**config.mk**
```make
export PLATFORM = sky130hd
export DESIGN_NAME = dtins_top
export DESIGN_NICKNAME = d
export VERILOG_FILES = /design/src/rtl/dtins_pkg.sv /design/src/rtl/dtins_regs.sv /design/src/rtl/dtins_tick.sv /design/src/rtl/dtins_phase.sv /design/src/rtl/dtins_top.sv
export SDC_FILE = /design/constraint.sdc
export NUM_CORES = 1
export LEC_CHECK = 0
export ABC_AREA = 1
export BUFFER_PORTS_ARGS = -buffer_cell sky130_fd_sc_hd__buf_4
export CORE_ASPECT_RATIO = 0.7
export CORE_UTILIZATION = 30
export DETAILED_ROUTE_END_ITERATION = 12
export GPL_TIMING_DRIVEN = 0
export HOLD_SLACK_MARGIN = 0.03
export PLACE_DENSITY_LB_ADDON = 0.25
export SKIP_LAST_GASP = 1
export SLEW_MARGIN = 20
export SYNTH_ARGS = -nofsm -noshare
export SYNTH_HDL_FRONTEND = slang
export SYNTH_SLANG_ARGS = --single-unit
export TNS_END_PERCENT = 100
```
**constraint.sdc**
```tcl
create_clock -name clk -period 1.5 [get_ports clk]
set_clock_uncertainty 0.05 [all_clocks]
set_input_delay 0.3 -clock clk [delete_from_list [all_inputs] [get_ports clk]]
set_output_delay 0.3 -clock clk [all_outputs]
set_load 0.005 [all_outputs]
```
**src/rtl/dtins_pkg.sv**
```systemverilog
package dtins_pkg;
    localparam int PHASES = 3;

    typedef struct packed {
        logic div2;
        logic guard_en;
        logic out_en;
    } ctl_t;
endpackage

```
**src/rtl/dtins_regs.sv**
```systemverilog
module dtins_regs
    import dtins_pkg::*;
#(
    parameter int CNT_W    = 8,
    parameter int RESET_DT = 1
) (
    input  logic             clk,
    input  logic             rst_n,
    input  logic             wr_en,
    input  logic             wr_addr,
    input  logic [CNT_W-1:0] wr_data,
    input  logic             nmi_n,
    output logic [CNT_W-1:0] reload,
    output ctl_t             ctl,
    output logic             nmi_fall
);
    typedef struct packed {
        logic [CNT_W-1:0] reload;
        ctl_t             ctl;
        logic [2:0]       nmi_sync;
    } regs_t;

    regs_t st_d, st_q;

    always_comb begin
        st_d          = st_q;
        st_d.nmi_sync = {st_q.nmi_sync[1:0], nmi_n};
        nmi_fall      = st_q.nmi_sync[2] & ~st_q.nmi_sync[1];
        if (wr_en) begin
            if (!wr_addr) begin
                if (wr_data != '0) st_d.reload = wr_data;
            end else begin
                st_d.ctl = ctl_t'(wr_data[2:0]);
            end
        end
        if (nmi_fall) st_d.ctl.out_en = 1'b0;
    end

    always_ff @(posedge clk or negedge rst_n) begin
        if (!rst_n) begin
            st_q.reload   <= CNT_W'(RESET_DT);
            st_q.ctl      <= '0;
            st_q.nmi_sync <= 3'b111;
        end else begin
            st_q <= st_d;
        end
    end

    assign reload = st_q.reload;
    assign ctl    = st_q.ctl;
endmodule

```
**src/rtl/dtins_tick.sv**
```systemverilog
module dtins_tick (
    input  logic clk,
    input  logic rst_n,
    input  logic div2,
    output logic tick
);
    logic tog_d, tog_q;

    always_comb begin
        tog_d = ~tog_q;
        tick  = div2 ? tog_q : 1'b1;
    end

    always_ff @(posedge clk or negedge rst_n) begin
        if (!rst_n) tog_q <= 1'b0;
        else        tog_q <= tog_d;
    end
endmodule

```
**src/rtl/dtins_phase.sv**
```systemverilog
module dtins_phase #(
    parameter int CNT_W = 8
) (
    input  logic             clk,
    input  logic             rst_n,
    input  logic             tick,
    input  logic [CNT_W-1:0] reload,
    input  logic             up_req,
    input  logic             dn_req,
    input  logic             out_en,
    input  logic             guard_en,
    output logic             gate_p_n,
    output logic             gate_n_n,
    output logic             drive
);
    typedef struct packed {
        logic             up;
        logic             dn;
        logic [CNT_W-1:0] cnt;
    } ph_t;

    ph_t  ph_d, ph_q;
    logic trig, pos_on, neg_on, trip;

    always_comb begin
        ph_d    = ph_q;
        ph_d.up = up_req;
        ph_d.dn = dn_req;
        trig    = (up_req & ~ph_q.up) | (dn_req & ~ph_q.dn);
        if (trig)                           ph_d.cnt = reload;
        else if (tick && ph_q.cnt != '0)    ph_d.cnt = ph_q.cnt - 1'b1;

        pos_on   = ph_q.up & (ph_q.cnt == '0);
        neg_on   = ph_q.dn & (ph_q.cnt == '0);
        trip     = guard_en & pos_on & neg_on;
        drive    = out_en & ~trip;
        gate_p_n = ~(drive & pos_on);
        gate_n_n = ~(drive & neg_on);
    end

    always_ff @(posedge clk or negedge rst_n) begin
        if (!rst_n) ph_q <= '0;
        else        ph_q <= ph_d;
    end
endmodule

```
**src/rtl/dtins_top.sv**
```systemverilog
module dtins_top
    import dtins_pkg::*;
#(
    parameter int CNT_W    = 8,
    parameter int RESET_DT = 1
) (
    input  logic              clk,
    input  logic              rst_n,
    input  logic              wr_en,
    input  logic              wr_addr,
    input  logic [CNT_W-1:0]  wr_data,
    input  logic [PHASES-1:0] up_req,
    input  logic [PHASES-1:0] dn_req,
    input  logic              nmi_n,
    output logic [PHASES-1:0] gate_p_n,
    output logic [PHASES-1:0] gate_n_n,
    output logic [PHASES-1:0] pair_drive
);
    ctl_t             ctl;
    logic [CNT_W-1:0] reload_val;
    logic             nmi_fall;
    logic             tick;
    logic             out_en_w, guard_en_w;

    dtins_regs #(.CNT_W(CNT_W), .RESET_DT(RESET_DT)) u_regs (
        .clk(clk), .rst_n(rst_n), .wr_en(wr_en), .wr_addr(wr_addr),
        .wr_data(wr_data), .nmi_n(nmi_n), .reload(reload_val),
        .ctl(ctl), .nmi_fall(nmi_fall)
    );

    assign out_en_w   = ctl.out_en;
    assign guard_en_w = ctl.guard_en;

    dtins_tick u_tick (.clk(clk), .rst_n(rst_n), .div2(ctl.div2), .tick(tick));

    for (genvar i = 0; i < PHASES; i++) begin : g_phase
        dtins_phase #(.CNT_W(CNT_W)) u_phase (
            .clk(clk), .rst_n(rst_n), .tick(tick), .reload(reload_val),
            .up_req(up_req[i]), .dn_req(dn_req[i]),
            .out_en(out_en_w), .guard_en(guard_en_w),
            .gate_p_n(gate_p_n[i]), .gate_n_n(gate_n_n[i]),
            .drive(pair_drive[i])
        );
    end
endmodule

```
==> run_results.csv <==
group,metric,value,unit
outcome,status,"complete, but fails checks",
outcome,violations,"negative setup slack",
placement,portBuffers,27,
detailed_routing,routed_wirelength,7280,µm
floorplanning,boundaryPins,28,
timing,fmax,541,MHz
timing,min_period_over_period,1.23,
setup_path,cp_max_fo,4,
setup_path,crit_path_start_kind,"flip-flop",
pwr,p_clk_frac,0.186,
global_routing,grt_max_degree,46,
logic_synthesis,syn_inst,373,
layout,num-fill-cells,878,
setup_path,cp_cell_sequence,"inv_2 -> ha_4 -> nand2_4 -> nor2_4 -> nand2_2 -> o21ai_2 -> inv_2 -> buf_6",
cts,ctsHtreeMaxLevel,2,
timing,final_max_slew_viol_count,0,
detailed_routing,dr_wl_met2,3110,µm
global_routing,antenna_found_initial,0,
setup_path,path_delay_family,"flip-flops",
worst_hold_path,worst_hold_path_type,"in2reg",
detailed_routing,post_drt_via_cell_ratio,4.55,
pwr,swShare,0.399,
floorplanning,rows,28,
floorplanning,start_util,0.313,
logic_synthesis,synth-xor-area-share,0.00977,
logic_synthesis,ys.flop_type,"dfrtp_1",
detailed_routing,top_layer_used,"met4",
logic_synthesis,synth_top_family_by_area,"simple AND/OR/NAND/NOR gates",
logic_synthesis,syn_area_per_cell,7.21,µm²
layout,area.sequential,1140,µm²
global_routing,gr-usage-all-layers,0.169,
logic_synthesis,ys_ff_latch,45,
setup_path,crit_path_end_kind,"output pin",
cts,cts_sinks,45,
cts,insertion_delay,0.29,ns
cts,cts_buffers,5,
detailed_routing,dr_total_vias,2537,
floorplanning,core-area,8580,µm²
global_routing,grt_pass1_vias,2409,
logic_synthesis,synth_compound_area_frac,0.0842,
timing,maxSlewHeadroom,0.606,
global_routing,overflow,0,
floorplanning,die_area,9360,µm²
setup_path,cpMaxStageDelayCell,"dfrtp_1",
pwr,switching_power,0.00245,W
setup_path,crit_type,"reg2out",
detailed_routing,antenna_left,0,
detailed_routing,dr.first_iter.drc_count,123,
layout,finish.utilization,0.422,
detailed_routing,wl_met3,298,µm
pwr,p_leak,1.82,nW
layout,multi_input_area,1480,µm²
pwr,p_seq_frac,0.319,
layout,nNetsFinal,462,
layout,area_growth,34.8,%
detailed_routing,drc,0,
placement,place.gp.congestion,0.789,
pwr,ir_drop,0.000595,V
detailed_routing,wl_met1,3790,µm
cts,root_buffer,"clkbuf_16",
logic_synthesis,synth-edff-count,0,
cts,cts_max_path_buffers,2,
setup_path,crit_arrival,1.50,ns
detailed_routing,wl_per_cell,13.0,µm
timing,hold_slack,0.0684,ns
layout,drive_above_1_share,0.329,
flow_run,maxCapViolCount,0,
timing,rsz0062_at_grt,"yes",
timing,min_period,1.85,ns
setup_path,crit_required,1.15,ns
logic_synthesis,ys_warn_count,0,
floorplanning,die_h,81.2,µm
layout,diodes,0,
setup_path,cp.buffers_inverters,3,
placement,dp_hpwl,4820,µm
logic_synthesis,async_flop_share,1.00,
timing,setup_violations,9,
detailed_routing,drt_pass1_iterations,4,
logic_synthesis,synthAdderAreaFrac,0.0279,
logic_synthesis,yosys.area_share.simple,0.364,
setup_path,slowest_delay,0.39,ns
timing,hold_viol,0,
pwr,internal-power,0.00369,W
pwr,power_frac_comb,0.495,
cts,clk_pin_slew,0.07,ns
logic_synthesis,syn-num-nets,398,
timing,max_slew.worst_pin.slew,0.591,ns
setup_path,critPathMostFrequentCell,"inv_2",
pwr,power_density,1700,nW/µm²
global_routing,grt_pass1_wl,12000,µm
logic_synthesis,synth_area,2690,µm²
timing,finalWorstSetupSlack,-0.349,ns
logic_synthesis,synthMuxAreaShare,0,
cts,cts_tree,"done",
floorplanning,die_w,115,µm
logic_synthesis,synth_cell_type_count,25,
logic_synthesis,synth.yosys.seq_area_share,0.420,
## metal layers
metal,global-route usage,vias up
met3,0.0328,10
met4,0.0468,0
li1,-,1303
met5,0,-
met1,0.245,1171
met2,0.255,53
## registers in the layout, indices dropped and copies added (netlist names)
signal	count
u_regs.ctl	3
u_regs.reload	8
g_phase.u_phase.ph_q	30
u_tick.tog_q	1
u_regs.st_d	2
u_regs.st_q	1
## cell families after synthesis
logic type | Yosys count
adder cells (fa/ha/maj) | 6
buffers and inverters | 56
AND/OR/NAND/NOR | 227
XOR/XNOR | 3
flip-flops | 45
AO/OA/AOI/OAI | 36
## cells in the final DEF, fill, tap and decap left out, types with 5 or more instances in the layout
cell	n
dfrtp_2	7
nand2_4	7
clkbuf_16	5
nand4_1	7
inv_1	28
nor2_1	18
dfrtp_1	34
nand3_1	35
nand2_2	6
inv_2	12
buf_4	65
nor2_4	8
nand2_1	135
o21ai_0	14
o21ai_1	10
## through the flow
step	setup TNS [ns]	worst slack [ns]	cell area (µm²)	power, W	instances
2_1_floorplan	0	0.0110	2710	0.00341	373
6_report	-2.45	-0.349	3630	0.00615	558
5_1_grt	-3.25	-0.414	3630	0.00665	558
3_3_place_gp	-1.79	-0.292	3070	0.00386	520
3_5_place_dp	-1.98	-0.335	3070	0.00391	520
4_1_cts	-2.64	-0.395	3510	0.00588	549
## power by group through the flow
stage / registers [W] / logic, W / clock network (W)
5_1_grt: 0.00201 / 0.00341 / 0.00123
6_report: 0.00196 / 0.00304 / 0.00114
2_1_floorplan: 0.00187 / 0.00154 / 0
3_3_place_gp: 0.00199 / 0.00187 / 0
4_1_cts: 0.00195 / 0.00275 / 0.00118
3_5_place_dp: 0.00200 / 0.00191 / 0
## worst paths after layout
check	slack [ns]	cells past startpoint	startpoint	end
min in group asynchronous	0.50	2	rst_n	g_phase[2].u_phase.ph_q[2]$_DFFE_PN0P_
worst min-delay path	0.07	1	nmi_n	u_regs.st_d[1]$_DFF_PN1_
worst min register to register	0.31	0	u_regs.st_d[1]$_DFF_PN1_	u_regs.st_d[2]$_DFF_PN1_
max in group asynchronous	0.45	2	rst_n	g_phase[1].u_phase.ph_q[3]$_DFFE_PN0P_
worst max register to register	0.03	8	g_phase[0].u_phase.ph_q[4]$_DFFE_PN0P_	g_phase[0].u_phase.ph_q[7]$_DFFE_PN0P_
worst max-delay path	-0.35	8	g_phase[2].u_phase.ph_q[1]$_DFFE_PN0P_	pair_drive[2]
## what timing repair did
item                                    in CTS  in global routing
endpoints found under the setup margin       9                 24
buffers inserted                            30                 11
endpoints found under the hold margin       41                  0
gates resized for setup                     34                 18
pin swaps                                   23                 21
hold buffers                                 1                  0
## layout make-up
class,count,share of cell area
flip-flops and latches,45,0.314
inverters,43,0.0455
plain buffers,3,0.00621
clock inverters,2,0.00380
repair buffers,67,0.143
clock buffers,6,0.0383
multi-input cells,272,0.408
well taps,120,0.0414
## synthesized netlist by cell type (4+ instances only)
library cell	instances	area, µm²
nor2_1	24	90.1
nand2_1	140	526
dfstp_2	4	105
dfrtp_1	41	1030
nor2_2	6	37.5
nand2_2	5	31.3
inv_2	5	18.8
nand4_1	7	43.8
nand3_1	36	180
o21ai_1	14	70.1
inv_1	35	131
ha_1	6	75.1
buf_4	9	67.6
o21ai_0	14	70.1
Note: power is estimated with default switching activity, not from simulation.
